File: config.mk
export PLATFORM = sky130hd
export DESIGN_NAME = fchain_seq
export DESIGN_NICKNAME = d
export VERILOG_FILES = /design/src/rtl/fchain_seq_pkg.sv /design/src/rtl/fchain_imem.sv /design/src/rtl/fchain_wait_ctr.sv /design/src/rtl/fchain_ctrl.sv /design/src/rtl/fchain_seq.sv
export SDC_FILE = /design/constraint.sdc
export NUM_CORES = 1
export LEC_CHECK = 0
export BUFFER_PORTS_ARGS = -buffer_cell sky130_fd_sc_hd__buf_2
export CAP_MARGIN = 25
export CORE_ASPECT_RATIO = 0.8
export CORE_MARGIN = 2
export CORE_UTILIZATION = 35
export CTS_BUF_LIST = sky130_fd_sc_hd__clkbuf_2
export CTS_CLUSTER_DIAMETER = 50
export CTS_CLUSTER_SIZE = 16
export DETAILED_ROUTE_END_ITERATION = 8
export PLACE_DENSITY = 0.49
export SLEW_MARGIN = 15
export SYNTH_ARGS = -nofsm -noshare
export SYNTH_HDL_FRONTEND = slang
export SYNTH_HIERARCHICAL = 1
export SYNTH_SLANG_ARGS = --single-unit
File: constraint.sdc
create_clock -name clk -period 4.6 [get_ports clk]
set_clock_uncertainty 0.2 [all_clocks]
set_input_delay 0.69 -clock clk [delete_from_list [all_inputs] [get_ports clk]]
set_output_delay 0.69 -clock clk [all_outputs]
set_load 0.02 [all_outputs]
File: src/rtl/fchain_seq_pkg.sv
package fchain_seq_pkg;
  localparam int OP_W = 3;

  typedef enum logic [OP_W-1:0] {
    OP_FILT = 3'd0,
    OP_WAIT = 3'd1,
    OP_LOOP = 3'd2,
    OP_JMP  = 3'd3,
    OP_JNZ  = 3'd4
  } op_e;

  // next sample count: add the strobe, remove consumed samples, clamp to [0, maxv]
  function automatic int unsigned wait_next(int unsigned cnt, logic inc,
                                            int unsigned dec, int unsigned maxv);
    int v;
    v = int'(cnt) + (inc ? 1 : 0) - int'(dec);
    if (v < 0) v = 0;
    if (v > int'(maxv)) v = int'(maxv);
    return int'(v);
  endfunction
endpackage

File: src/rtl/fchain_imem.sv
module fchain_imem #(
  parameter int AW = 5,
  parameter int IW = 16,
  parameter logic [IW-1:0] RST_WORD = '0
) (
  input  logic          clk,
  input  logic          rst_n,
  input  logic          we,
  input  logic [AW-1:0] waddr,
  input  logic [IW-1:0] wdata,
  input  logic [AW-1:0] raddr,
  output logic [IW-1:0] rdata
);
  localparam int DEPTH = 1 << AW;

  logic [IW-1:0] mem_q [DEPTH];

  always_ff @(posedge clk or negedge rst_n) begin
    if (!rst_n) begin
      for (int i = 0; i < DEPTH; i++) mem_q[i] <= RST_WORD;
    end else if (we) begin
      mem_q[waddr] <= wdata;
    end
  end

  assign rdata = mem_q[raddr];
endmodule

File: src/rtl/fchain_wait_ctr.sv
module fchain_wait_ctr #(
  parameter int CNT_W = 8,
  parameter int DEC_W = 4
) (
  input  logic             clk,
  input  logic             rst_n,
  input  logic             inc,
  input  logic             dec_en,
  input  logic [DEC_W-1:0] dec_amt,
  output logic [CNT_W-1:0] cnt
);
  import fchain_seq_pkg::*;

  localparam int unsigned CNT_MAX = (1 << CNT_W) - 1;

  logic [CNT_W-1:0] cnt_q;
  logic [CNT_W-1:0] cnt_d;

  always_comb begin
    cnt_d = CNT_W'(wait_next(int'(cnt_q), inc,
                             dec_en ? int'(dec_amt) : 0, CNT_MAX));
  end

  always_ff @(posedge clk or negedge rst_n) begin
    if (!rst_n) cnt_q <= '0;
    else        cnt_q <= cnt_d;
  end

  assign cnt = cnt_q;
endmodule

File: src/rtl/fchain_ctrl.sv
module fchain_ctrl #(
  parameter int PC_W   = 5,
  parameter int CNT_W  = 8,
  parameter int LOOP_W = 8
) (
  input  logic                          clk,
  input  logic                          rst_n,
  input  logic [fchain_seq_pkg::OP_W-1:0] op_bits,
  input  logic [PC_W-1:0]               tgt,
  input  logic [LOOP_W-1:0]             imm,
  input  logic [CNT_W-1:0]              cnt,
  input  logic [CNT_W-1:0]              thresh,
  input  logic                          done,
  output logic [PC_W-1:0]               pc,
  output logic [LOOP_W-1:0]             loop_cnt,
  output logic                          is_filt,
  output logic                          filt_retire,
  output logic                          wait_stall,
  output logic                          jump_taken,
  output logic                          load_ev
);
  import fchain_seq_pkg::*;

  op_e              op;
  logic [PC_W-1:0]  pc_q, pc_d;
  logic [LOOP_W-1:0] loop_q, loop_d;

  assign op = op_e'(op_bits);

  always_comb begin
    pc_d        = pc_q + 1'b1;
    loop_d      = loop_q;
    is_filt     = 1'b0;
    filt_retire = 1'b0;
    wait_stall  = 1'b0;
    jump_taken  = 1'b0;
    load_ev     = 1'b0;
    case (op)
      OP_FILT: begin
        is_filt     = 1'b1;
        filt_retire = done;
        if (!done) pc_d = pc_q;
      end
      OP_WAIT: begin
        if (cnt < thresh) begin
          wait_stall = 1'b1;
          pc_d       = pc_q;
        end
      end
      OP_LOOP: begin
        load_ev = 1'b1;
        loop_d  = imm;
      end
      OP_JMP: begin
        jump_taken = 1'b1;
        pc_d       = tgt;
      end
      OP_JNZ: begin
        if (loop_q != '0) begin
          jump_taken = 1'b1;
          loop_d     = loop_q - 1'b1;
          pc_d       = tgt;
        end
      end
      default: ;
    endcase
  end

  always_ff @(posedge clk or negedge rst_n) begin
    if (!rst_n) begin
      pc_q   <= '0;
      loop_q <= '0;
    end else begin
      pc_q   <= pc_d;
      loop_q <= loop_d;
    end
  end

  assign pc       = pc_q;
  assign loop_cnt = loop_q;
endmodule

File: src/rtl/fchain_seq.sv
module fchain_seq #(
  parameter int PC_W   = 5,
  parameter int CNT_W  = 8,
  parameter int LOOP_W = 8,
  parameter int CFG_W  = 8,
  parameter int DEC_W  = 4
) (
  input  logic                                           clk,
  input  logic                                           rst_n,
  input  logic                                           imem_we,
  input  logic [PC_W-1:0]                                imem_waddr,
  input  logic [fchain_seq_pkg::OP_W+1+DEC_W+CFG_W-1:0] imem_wdata,
  input  logic                                           sample_stb,
  input  logic [CNT_W-1:0]                               wait_thresh,
  output logic                                           disp_req,
  output logic [PC_W-1:0]                                disp_step,
  output logic [CFG_W-1:0]                               disp_cfg,
  output logic [DEC_W-1:0]                               disp_decim,
  output logic                                           disp_dec_wait,
  input  logic                                           disp_done
);
  import fchain_seq_pkg::*;

  localparam int IW       = OP_W + 1 + DEC_W + CFG_W;
  localparam int FLAG_BIT = CFG_W + DEC_W;
  localparam logic [IW-1:0] WAIT_WORD = {OP_WAIT, {(IW-OP_W){1'b0}}};

  logic [IW-1:0]     instr;
  logic [PC_W-1:0]   pc_q;
  logic [LOOP_W-1:0] loop_q;
  logic [CNT_W-1:0]  cnt_q;
  logic              is_filt, filt_retire, wait_stall, jump_taken, load_ev;
  logic              dec_en;
  logic [DEC_W-1:0]  dec_amt;
  logic [PC_W-1:0]   jump_tgt;
  logic [LOOP_W-1:0] load_imm;

  assign dec_amt  = instr[CFG_W +: DEC_W];
  assign dec_en   = filt_retire & instr[FLAG_BIT];
  assign jump_tgt = instr[PC_W-1:0];
  assign load_imm = instr[LOOP_W-1:0];

  fchain_imem #(.AW(PC_W), .IW(IW), .RST_WORD(WAIT_WORD)) imem_i (
    .clk(clk), .rst_n(rst_n), .we(imem_we), .waddr(imem_waddr),
    .wdata(imem_wdata), .raddr(pc_q), .rdata(instr)
  );

  fchain_wait_ctr #(.CNT_W(CNT_W), .DEC_W(DEC_W)) wctr_i (
    .clk(clk), .rst_n(rst_n), .inc(sample_stb), .dec_en(dec_en),
    .dec_amt(dec_amt), .cnt(cnt_q)
  );

  fchain_ctrl #(.PC_W(PC_W), .CNT_W(CNT_W), .LOOP_W(LOOP_W)) ctrl_i (
    .clk(clk), .rst_n(rst_n), .op_bits(instr[IW-1 -: OP_W]),
    .tgt(jump_tgt), .imm(load_imm), .cnt(cnt_q), .thresh(wait_thresh),
    .done(disp_done), .pc(pc_q), .loop_cnt(loop_q), .is_filt(is_filt),
    .filt_retire(filt_retire), .wait_stall(wait_stall),
    .jump_taken(jump_taken), .load_ev(load_ev)
  );

  assign disp_req      = is_filt;
  assign disp_step     = pc_q;
  assign disp_cfg      = is_filt ? instr[CFG_W-1:0] : '0;
  assign disp_decim    = is_filt ? dec_amt : '0;
  assign disp_dec_wait = is_filt & instr[FLAG_BIT];
endmodule

## Word level (Yosys, flattened, before mapping)

Cells that the tools add are included.

| storage, ports and cells | value |
|---|---|
| flip-flop bits (word level) | 533 |
| latch bits | 0 |
| bits in writable memories | 0 |
| bits in read-only memories | 0 |
| bits of input ports | 34 |
| output and inout port bits | 19 |
| logic and storage cells | 82 |
| memories | 0 |

| operators by class | value |
|---|---|
| $add $sub $neg | 4 |
| multipliers | 0 |
| div/mod/pow operators | 0 |
| $lt $le $gt $ge | 6 |
| equal/unequal tests | 7 |
| shifts and indexed selects | 0 |
| muxes and demuxes | 20 |
| bitwise operators | 4 |
| reduce and logical (&&, ||, !) cells | 6 |

Operators by type and width:

| cell | count |
|---|---|
| bitwise mux 512 bit | 1 |
| binary-select mux 16 bit (select 5 bit) | 1 |
| demux 16 bit (select 5 bit) | 1 |
| 2-to-1 mux 16 bit | 3 |
| adder 9 x 32 -> 32 bit | 1 |
| greater-than comparator 32 x 9 -> 1 bit, second input constant | 1 |
| < comparator 32 x 1 -> 1 bit, second input constant | 1 |
| 2-to-1 mux 32 bit | 1 |
| subtractor 32 bit | 1 |
| 2-to-1 mux 8 bit | 3 |
| case mux 5 bit (4 select lines) | 1 |
| case mux 8 bit (2 select lines) | 1 |
| 2-to-1 mux 5 bit | 3 |
| >= comparator 6 bit, second input constant | 2 |
| NOT 5 -> 6 bit | 2 |
| < comparator 8 bit | 1 |
| 2-to-1 mux 4 bit | 2 |
| nonzero test 8 bit | 1 |
| subtractor 8 x 1 -> 8 bit, second input constant | 1 |
| equality test 3 x 2 -> 1 bit, second input constant | 2 |
| < comparator 6 x 1 -> 1 bit, second input constant | 1 |
| adder 5 x 1 -> 5 bit, second input constant | 1 |
| inequality test 2 bit, second input constant | 2 |
| AND reduction 2 bit | 2 |
| other kinds (8) | 11 |

## Longest topological paths before layout

Gate-level depths: netlist of run 1.

| depth | value |
|---|---|
| word-level depth | 13 |
| mapped depth | 20 |
| gate-level depth less buffers | 17 |

## By module

Netlist of run 1, hierarchy kept.

By module, submodules not included:

| module | times used | cells an instance | area an instance (um2) |
|---|---|---|---|
| fchain_imem | 1 | 1730 | 23948.0 |
| fchain_ctrl | 1 | 126 | 1076.0 |
| fchain_wait_ctr | 1 | 78 | 780.7 |
| fchain_seq | 1 | 15 | 110.1 |

## Worst setup path after synthesis of run 1

Ideal clock, no wire load.

| timing | value |
|---|---|
| path type | reg2reg |
| from | register ctrl_i.pc_q[1] (netlist: ctrl_i/pc[1]) |
| to | register wctr_i.cnt_q[7] (netlist: wctr_i/cnt[7]) |
| setup time | 0.084 ns |
| arrival time | 4.881 ns |
| slack | -0.565 ns |
| cell stages (with the launch flop) | 21 |
| path buffers | 4 |
| clock period less this slack | 5.165 ns |
| cells stage by stage | dfrtp_1 buf_2 buf_4 buf_2 buf_2 mux2i_1 nand2_1 a31oi_1 nand3_1 nor3_1 and2_1 and2_1 and2_1 ha_1 inv_1 ha_1 fa_1 a211oi_2 o21ai_4 o211a_4 a41oi_2 |

| on the way | value |
|---|---|
| longest elaborated chain between the ends | 13 |

Ends and longest elaborated chain:

| element | RTL line | source |
|---|---|---|
| start, declared | fchain_ctrl.sv:25 | `logic [PC_W-1:0] pc_q, pc_d;` |
| start signal, assigned | fchain_ctrl.sv:74 | `pc_q <= pc_d;` |
| NOT 5 -> 6 bit (implied by the code) (*) | fchain_imem.sv:26 | `assign rdata = mem_q[raddr];` |
| binary-select mux 16 bit (select 5 bit) (*) | fchain_imem.sv:26 |  |
| 2-to-1 mux 16 bit (implied by the code) (*) (2 in series) | fchain_imem.sv:26 |  |
| net instr[14] | fchain_seq.sv:28 | `logic [IW-1:0] instr;` |
| zero test 3 bit (*) | fchain_ctrl.sv:38 | `case (op)` |
| 2-to-1 mux 1 bit (*) | fchain_ctrl.sv:38 |  |
| net filt_retire | fchain_seq.sv:32 | `logic is_filt, filt_retire, wait_stall, jump_taken, load_ev;` |
| AND 1 bit (*) | fchain_seq.sv:39 | `assign dec_en = filt_retire & instr[FLAG_BIT];` |
| net dec_en | fchain_seq.sv:33 | `logic dec_en;` |
| 2-to-1 mux 4 bit (*) | fchain_wait_ctr.sv:21 | `dec_en ? int'(dec_amt) : 0, CNT_MAX));` |
| subtractor 32 bit (*) | fchain_seq_pkg.sv:16 | `v = int'(cnt) + (inc ? 1 : 0) - int'(dec);` |
| < comparator 32 x 1 -> 1 bit | fchain_seq_pkg.sv:17 | `if (v < 0) v = 0;` |
| 2-to-1 mux 32 bit (*) | fchain_seq_pkg.sv:17 |  |
| greater-than comparator 32 x 9 -> 1 bit | fchain_seq_pkg.sv:18 | `if (v > int'(maxv)) v = int'(maxv);` |
| 2-to-1 mux 8 bit (*) | fchain_seq_pkg.sv:18 |  |
| net wctr_i.cnt_d[7] | fchain_wait_ctr.sv:17 | `logic [CNT_W-1:0] cnt_d;` |
| end signal, assigned | fchain_wait_ctr.sv:26 | `else cnt_q <= cnt_d;` |
| end, declared | fchain_wait_ctr.sv:16 | `logic [CNT_W-1:0] cnt_q;` |

Mark *: on every way through the listed nets, which the timed path passes. The rest lies on a longest branch. The select of a mux whose other input is x is not followed.
A chain may end at the register's enable or synchronous reset.

## Worst setup path in the final report of run 1

| timing | value |
|---|---|
| from | register ctrl_i.pc_q[1] (netlist: ctrl_i/pc[1]) |
| to | output disp_cfg[2] |

| on the way | value |
|---|---|
| elaborated cells between the ends (all ways) | 7 |

RTL lines:

| element | RTL line | source |
|---|---|---|
| NOT 5 -> 6 bit (implied by the code) | fchain_imem.sv:26 |  |
| binary-select mux 16 bit (select 5 bit) | fchain_imem.sv:26 |  |
| 2-to-1 mux 16 bit (implied by the code) (2 in series) | fchain_imem.sv:26 |  |
| net instr[2] | fchain_seq.sv:28 |  |
| 2-to-1 mux 8 bit | fchain_seq.sv:63 | `assign disp_cfg = is_filt ? instr[CFG_W-1:0] : '0;` |
| end, declared | fchain_seq.sv:17 | `output logic [CFG_W-1:0] disp_cfg,` |

The timed path passes the listed nets, and every way through them passes these cells. The select of a mux whose other input is x is not followed.

==> out/metrics.cfg, run 1 <==
[power_and_ir_drop]
cellPowerDensity_nw_per_um2=608
vdd_drop_max_mv=0.330
power_leakage_nw=13.4

[timing]
worst_pin_slew_ps=915
setup_ws_ps=16.1
period_minus_slack_ps=4580
rsz0062_at_grt=yes
slew_violations=0
final-hold-violation-count=0
relSlewSlack_pct=38.0
fin_crit_sh_pct=99.6
finalSetupViolCount=0
max_freq_mhz=218

[detailed_routing]
wl_per_cell_um=24.2
antenna_left=0
drt-pass1-iter-count=5
drc=0
vias_per_cell=5.40
drtIter0Drc=1174
route.vias.total=16200
drt_wl_total_mm=72.7

[clock_tree]
cts_buffers=51
tritoncts=built
clk_pin_slew_ps=300
cts_buffer_depth=3
cts_max_level=2
clk-insertion-delay-late_ps=1200
clockRootBuffer=clkbuf_2
cts_sinks=533

[final_layout]
stdcell_count=3004
multiInputGateArea_sq_um=11900
layout.nets=2064
area_growth_pct=11.8
seq_area_sq_um=13400
nFillCells=6977
drive_above_1_share_pct=42.4

[place]
dp_hpwl_mm=45.9
portBuffers=52
place_congestion=0.802
pre_cts_slack_ps=73.0
place_inst=2855

[floorplan]
die_h_um=247
die_w_um=308
row_count=89
initial_core_util_pct=35.2
core_area_sq_um=73500
num_io_pins=53
die-area_sq_um=76200

[critical_path]
regToRegSetupSlack_ps=210
end_kind=output pin
cp-start-kind=register
path_class=reg2out
cp.arrival_ps=3690
critPathMaxFanout=21
worstPathRequired_ps=3710

[synth]
postSynthCellCount=1947
syn-num-nets=2005
yosys_warnings=6
syn_area_sq_um=25900
synth_area_per_cell_sq_um=13.3

[grt]
grt_overflow_total=0
grt_pass1_vias=16900
grt_max_degree=97
grt_pass1_wl_mm=111
antenna_found_initial=4
grt_usage_pct=19.4

[min_path]
worstHoldPathType=in2reg

[outcome]
status=finished clean

[flow_run]
maxCapViolCount=0

## worst paths after layout
| check | start | depth (start not counted) | end |
|---|---|---|---|
| max | ctrl_i/pc[1] | 10 | disp_cfg[2] |
| min | wait_thresh[4] | 7 | ctrl_i/pc[4] |
| max reg2reg | ctrl_i/pc[1] | 18 | wctr_i/cnt[7] |
| min reg2reg | imem_i/mem_q[30] | 1 | imem_i/mem_q[30] |
| max in group asynchronous | rst_n | 4 | imem_i/mem_q[356] |
| min in group asynchronous | rst_n | 3 | imem_i/mem_q[61] |
## per-layer routing
layer  global-route usage [%]  wire, um  part of all wire, %  up-vias
met5                        0        21                0.029        -
met3                     2.85      2450                  3.4       84
met1                     29.4     37300                   51     8681
met2                     29.1     31700                   44      236
met4                     4.40      1190                  1.6        4
li1                         -         -                    -     7229
## registers in the layout (all words and copies together) (netlist names)
signal           count
ctrl_i/loop_cnt      8
ctrl_i/pc            5
imem_i/mem_q       512
wctr_i/cnt           8
## through the flow
step	setup TNS [ps]	instance area (sq um)	hold WS, ps	utilization [%]	power (mW)
2_1_floorplan	0	25900	194	-	11.5
3_3_place_gp	0	27200	268	37.0	14.0
3_5_place_dp	0	27200	279	37.1	14.1
4_1_cts	-1840	28800	19.5	39.1	17.5
5_1_grt	-2130	29000	128	39.4	18.7
6_report	0	29000	243	39.4	17.6
## report_power, final
group / switching (mW) / internal (mW)
logic: 4.82 / 3.85
registers: 0.551 / 5.70
clock network: 1.79 / 0.893
## what timing repair did
| action | CTS | global route |
|---|---|---|
| setup buffers | 10 | 8 |
| hold endpoints to repair | 940 | 0 |
| hold buffers | 32 | 0 |
| setup endpoints to repair | 18 | 22 |
| resized for setup | 59 | 27 |
| cloned | 2 | 1 |
| pin swaps | 10 | 6 |
## layout make-up
class                      count  share of cell area [%]
timing repair buffer         164                    5.67
clock buffer                  62                    1.07
antenna                        2                  0.0173
sequential                   533                    46.2
clock inverter                32                    1.48
multi-input combinational   1235                    41.1
tap                          955                    4.13
inverter                      21                   0.272
## cells in the final DEF (no fill, tap or decap), types with 11 or more instances in the layout
cell	n
inv_1	21
a31oi_1	16
a22o_1	32
clkbuf_2	62
nand2_2	17
ha_1	22
dfstp_2	32
a21oi_1	50
buf_4	59
nand4_1	16
dfrtp_1	498
nor2_1	22
nand2_1	39
buf_12	16
mux2_2	505
nor3_1	12
a22oi_1	66
nor2_4	11
dlygate4sd3_1	31
mux2i_1	254
o21ai_0	12
nand3_1	28
buf_2	38
## critical path: stages (launching register included)
cell and delay [ps]:
dfrtp_4 590, buf_12 190, buf_12 130, buf_16 180, mux2i_1 260, a22o_1 180
nor3_1 60, a31oi_2 270, nand3_4 190, and2_2 250, buf_4 150
No activity file was read; power rests on OpenSTA's default activity.
==> run 2: changes to the inputs <==
CORE_UTILIZATION = 55   (was 35)
PLACE_DENSITY = 0.72   (was 0.49)
==> out/metrics.cfg, run 2 (same netlist as run 1, synthesis figures left out) <==
[final_layout]
largest_register_ffs=512  ; unchanged
seq_area_sq_um=13400  ; unchanged
drive_above_1_share_pct=41.1  ; -1.3 points
final_common_cell=mux2_2
layout_common_cells=mux2_2 (505), dfrtp_1 (498), mux2i_1 (260), a22oi_1 (66), clkbuf_2 (57)
area_growth_pct=7.63
layout.nets=2037  ; -1.3%
nFillCells=3802  ; -46%
top_register=imem_i/mem_q
multiInputGateArea_sq_um=11800  ; -1.0%

[place]
dp_hpwl_mm=41.4  ; -9.9%
portBuffers=52  ; unchanged
place_congestion=0.859  ; +7.0%

[power_and_ir_drop]
pwr-share-seq_pct=37.8  ; +2.3 points
internal_power_mw=9.86  ; -5.5%
pwr-share-comb_pct=49.0  ; -0.3 points
vdd_drop_max_mv=0.658  ; +99%
clkPwrFrac_pct=13.2  ; -2.0 points
swShare_pct=40.4  ; -0.34 points
power_leakage_nw=13.2  ; -2.0%
cellPowerDensity_nw_per_um2=593  ; -2.4%
switching_power_mw=6.67  ; -6.8%

[critical_path]
crit_buf_inv=5  ; +1
crit_chain=buf_4 > buf_16 > mux2i_1 > a22o_1 > nor3_2 > a31oi_1 > nand3_2 > nor3_4 > buf_6 > buf_6 > and2_1 > buf_2
slowest_delay_ps=580  ; about the same
cp_slowest_cell=dfrtp_4
critPathMaxFanout=16  ; -24%
worstPathRequired_ps=3710  ; about the same
regToRegSetupSlack_ps=170  ; -40 ps
end_kind=output pin
path_class=reg2out
worst_path_most_repeated_cell=buf_6
cp.arrival_ps=3590  ; -100 ps
cp-start-kind=register
worst_path_dominant_cell_family=buffers and inverters

[floorplan]
die_w_um=247  ; -20%
num_io_pins=53  ; unchanged
initial_core_util_pct=55.4  ; +20 points
die-area_sq_um=48900  ; -36%
core_area_sq_um=46700  ; -36%
row_count=71  ; -20%
die_h_um=198  ; -20%

[clock_tree]
clk_pin_slew_ps=290  ; about the same
cts_buffer_depth=3  ; unchanged
cts_sinks=533  ; unchanged
tritoncts=built
clockRootBuffer=clkbuf_2
clk-insertion-delay-late_ps=1130  ; -70 ps
cts_max_level=2  ; unchanged
cts_buffers=45  ; -12%

[detailed_routing]
drtIter0Drc=1241  ; +5.7%
antenna_left=0  ; unchanged
drc=0  ; unchanged
drt_wl_total_mm=66.1  ; -9.1%
route.vias.total=16500  ; +1.4%
wl_per_cell_um=25.1  ; +3.8%
vias_per_cell=6.26  ; +16%
drt-pass1-iter-count=5  ; unchanged

[flow_run]
maxCapViolCount=0  ; unchanged

[grt]
grt_usage_pct=27.5  ; +8.1 points
grt_pass1_vias=16800  ; -0.56%
antenna_found_initial=2  ; -2
grt_pass1_wl_mm=102  ; -8.4%
grt_max_degree=89  ; -8.2%
grt_overflow_total=0  ; unchanged

[timing]
worst_pin_slew_ps=850  ; -65.1 ps
setup_tns_ps=0  ; unchanged
finalSetupViolCount=0  ; unchanged
hold_slack_ps=149  ; -94.0 ps
relSlewSlack_pct=43.2  ; +5.2 points
final-hold-violation-count=0  ; unchanged
slew_violations=0  ; unchanged
fin_crit_sh_pct=97.5  ; -2.2 points
period_minus_slack_ps=4480  ; -99.4 ps
max_freq_mhz=223  ; +2.2%

[outcome]
status=finished clean

[min_path]
worstHoldPathType=in2reg

## run 2: cell count changes in the layout (fill, tap and decap cells not counted), sizes merged
cell,before,now
diode,2,1
clkbuf,63,58
buf,130,121
inv,30,25
clkinvlp,3,1
dlygate4sd3,31,20
bufbuf,2,1
bufinv,8,4
## run 2: cell type report
cell class	count	share of cell area (%)
Multi-Input combinational cell	1235	42.3
Tap cell	620	2.78
Clock buffer	57	1.02
Sequential cell	533	48.0
Inverter	21	0.283
Antenna cell	1	0.00898
Clock inverter	21	0.880
Timing Repair Buffer	143	4.70
## run 2: what timing repair did
item                                   in CTS  in global routing
pin swaps                                   1                 11
setup endpoints to repair                  22                 21
hold buffers                               21                  0
gates cloned                                1                  2
buffers inserted                            4                  8
endpoints found under the hold margin     831                  0
resized for setup                          19                 23
## run 2: path summary, 6_finish.rpt
kind,startpoint,to,cells after the start
worst min-delay path,imem_waddr[2],imem_i/mem_q[58],4
worst max register to register,ctrl_i/pc[1],wctr_i/cnt[1],19
worst min register to register,imem_i/mem_q[30],imem_i/mem_q[30],1
worst max-delay path,ctrl_i/pc[1],disp_decim[2],12
max in group asynchronous,rst_n,imem_i/mem_q[13],5
min in group asynchronous,rst_n,imem_i/mem_q[205],3
## run 2: stage by stage
| step | power [mW] | util, % | setup WS, ps | std cells | area [sq um] |
|---|---|---|---|---|---|
| global placement | 13.6 | 57.2 | 92.9 | 2513 | 26700 |
| finish | 16.5 | 59.7 | 116 | 2631 | 27900 |
| global route | 17.5 | 59.7 | -39.0 | 2631 | 27900 |
| CTS | 16.2 | 59.2 | -6.12 | 2619 | 27700 |
| detailed placement | 13.8 | 57.3 | 11.1 | 2515 | 26800 |
| floorplan | 11.5 | - | 50.8 | 1947 | 25900 |
## run 2: power groups by stage
stage | registers [mW] | logic (mW) | clock network (mW)
2_1_floorplan | 6.19 | 5.29 | 0
3_3_place_gp | 6.29 | 7.28 | 0
3_5_place_dp | 6.35 | 7.45 | 0
4_1_cts | 6.24 | 7.67 | 2.27
5_1_grt | 6.37 | 8.65 | 2.45
6_report | 6.24 | 8.10 | 2.19
## run 2: routing by layer
layer,part of all wire (%),GRT usage (%)
met5,0,0
met2,45,42.1
met3,6.1,4.08
met4,2.2,7.12
met1,46,41.2
## run 2: tightest hold or removal path, cell delays in order
cell	delay, ps
buf_2	180
nand3_2	210
nor2_8	120
mux2_2	240
==> run 3: changes to the inputs <==
CORE_UTILIZATION = 45   (was 55)
PLACE_DENSITY = 0.61   (was 0.72)
REMOVE_ABC_BUFFERS = 1   (was unset)
==> out/metrics.cfg, run 3 (same netlist as run 1, synthesis figures left out) <==
[floorplan]
die_w_um=272  ; +10%
core_area_sq_um=56800  ; +22%
die-area_sq_um=59500  ; +22%
row_count=78  ; +9.9%
die_h_um=219  ; +10%
initial_core_util_pct=45.6  ; -9.8 points
num_io_pins=53  ; unchanged

[final_layout]
seq_area_sq_um=13400  ; unchanged
layout_common_cells=mux2_2 (505), dfrtp_1 (498), mux2i_1 (260), a22oi_1 (66), buf_4 (61)
final_util_pct=49.7  ; -9.9 points
top_register=imem_i/mem_q
largest_register_ffs=512  ; unchanged
final_common_cell=mux2_2
area_growth_pct=9.01
nFillCells=4976  ; +31%
drive_above_1_share_pct=41.5  ; +0.32 points
layout.nets=2047  ; +0.49%
stdcell_count=2788  ; +6.0%
multiInputGateArea_sq_um=11800  ; about the same

[critical_path]
crit_buf_inv=3  ; -2
end_kind=output pin
cp_slowest_cell=dfrtp_4
crit_chain=buf_8 > buf_4 > mux2i_1 > a22o_1 > nor3_1 > a31oi_2 > nand3_4 > and2_2 > buf_2
slowest_delay_ps=570  ; about the same
r2r_end=wctr_i/cnt[7]
crit_start=ctrl_i/pc[1]
path_class=reg2out
reg2reg_from=ctrl_i/pc[1]
critPathMaxFanout=11  ; -5
cp-start-kind=register
regToRegSetupSlack_ps=200  ; +30 ps
worstRegToRegCells=18  ; -1
cp.arrival_ps=3540  ; -50 ps
worstSetupPathDepth=9  ; -3
crit_end=disp_cfg[1]
worst_path_dominant_cell_family=simple AND/OR/NAND/NOR gates
worstPathRequired_ps=3710  ; about the same

[grt]
antenna_found_initial=3  ; +1
grt_pass1_vias=17000  ; +1.1%
grt_pass1_wl_mm=104  ; +2.7%
grt_usage_pct=23.1  ; -4.4 points
grt_overflow_total=0  ; unchanged
grt_max_degree=91  ; +2.2%

[power_and_ir_drop]
finalPower_mw=16.6  ; +0.51%
swShare_pct=40.3  ; -0.10 points
power_leakage_nw=13.3  ; +0.58%
pwr-share-seq_pct=37.6  ; -0.2 points
clkPwrFrac_pct=13.4  ; +0.2 points
cellPowerDensity_nw_per_um2=589  ; -0.77%
switching_power_mw=6.69  ; +0.25%
vdd_drop_max_mv=0.285  ; -57%
pwr-share-comb_pct=49.0  ; about the same
internal_power_mw=9.93  ; +0.68%

[timing]
period_minus_slack_ps=4430  ; -50.9 ps
final-hold-violation-count=0  ; unchanged
rsz0062_at_grt=yes
worst_pin_slew_ps=1010  ; +155 ps
setup_ws_ps=166  ; +50.9 ps
fin_crit_sh_pct=96.4  ; -1.1 points
finalSetupViolCount=0  ; unchanged
slew_violations=0  ; unchanged
max_freq_mhz=226  ; +1.1%
relSlewSlack_pct=31.9  ; -11 points

[min_path]
min_path_cells=7  ; +3
worstHoldPathType=in2reg

[clock_tree]
clk_pin_slew_ps=240  ; -50 ps
cts_buffer_depth=3  ; unchanged
cts_max_level=2  ; unchanged
clockRootBuffer=clkbuf_2
cts_buffers=47  ; +4.4%
tritoncts=built
clk-insertion-delay-late_ps=1180  ; +50 ps
cts_sinks=533  ; unchanged

[place]
portBuffers=52  ; unchanged
pre_cts_slack_ps=-61.6  ; -72.7 ps
place_congestion=0.847  ; -1.3%
place_inst=2661  ; +5.8%
dp_hpwl_mm=42.6  ; +3.0%

[detailed_routing]
drtIter0Drc=895  ; -28%
drt-pass1-iter-count=5  ; unchanged
vias_per_cell=5.79  ; -7.4%
drc=0  ; unchanged
antenna_left=0  ; unchanged
drt_wl_total_mm=67.7  ; +2.5%
wl_per_cell_um=24.3  ; -3.3%
route.vias.total=16200  ; -1.9%

[outcome]
status=finished clean

[flow_run]
maxCapViolCount=0  ; unchanged

-- run 3: cell count changes in the layout (fill, tap and decap cells not counted), sizes merged --
cell / before / now
dlygate4sd3: 20 / 26
clkinvlp: 1 / 6
inv: 25 / 28
bufbuf: 1 / 3
clkbuf: 58 / 56
clkinv: 12 / 14
buf: 121 / 122
bufinv: 4 / 3
diode: 1 / 2
-- run 3: tightest hold or removal path, stage by stage --
cell,delay [ps]
buf_2,100
inv_1,50
ha_1,130
nor2_1,40
o311ai_1,270
nand3_1,120
o2bb2ai_1,130
-- run 3: timing repair --
action | CTS | global route
setup buffers | 7 | 1
cloned | 5 | 0
setup endpoints to repair | 22 | 21
pin swaps | 3 | 4
endpoints found under the hold margin | 862 | 0
gates resized for setup | 38 | 20
hold buffers | 27 | 0
-- run 3: area by class of cell --
cell class	instances	share of cell area [%]
flip-flops and latches	533	47.4
multi-input cells	1235	41.7
repair buffers	151	5.22
well taps	760	3.37
clock buffers	56	0.993
clock inverters	30	0.975
inverters	21	0.279
diodes	2	0.0177
-- run 3: metrics by stage --
| stage | cell area (sq um) | hold slack, ps | TNS [ps] |
|---|---|---|---|
| 2_1_floorplan | 25100 | 194 | -239190 |
| 3_3_place_gp | 26900 | 267 | 0 |
| 3_5_place_dp | 26900 | 276 | -298 |
| 4_1_cts | 28200 | 29.8 | 0 |
| 5_1_grt | 28200 | 111 | -40.4 |
| 6_report | 28200 | 182 | 0 |
-- run 3: how the worst min path moves through the flow --
stage / startpoint / end
finish: wait_thresh[4] / ctrl_i/pc[3]
global route: wait_thresh[4] / ctrl_i/pc[3]
CTS: wait_thresh[4] / ctrl_i/pc[3]
detailed placement: imem_i/mem_q[26] / imem_i/mem_q[26]
global placement: imem_i/mem_q[26] / imem_i/mem_q[26]
floorplan: rst_n / ctrl_i/loop_cnt[0]
-- run 3: per-layer routing --
metal  share of wire [%]  vias up  global-route usage (%)
met5               0.019        -                       0
met4                 2.3        2                    6.41
met3                 3.8       98                    3.16
met2                  46      306                    36.2
met1                  48     8566                    33.5
li1                    -     7179                       -
-- run 3: power by group through the flow --
stage	clock, mW	combinational, mW	sequential (mW)
after global routing	2.51	8.74	6.38
final	2.22	8.15	6.25
after CTS	2.33	8.06	6.25
after detailed placement	0	7.54	6.35
after global placement	0	7.40	6.29
after floorplan	0	4.78	6.45
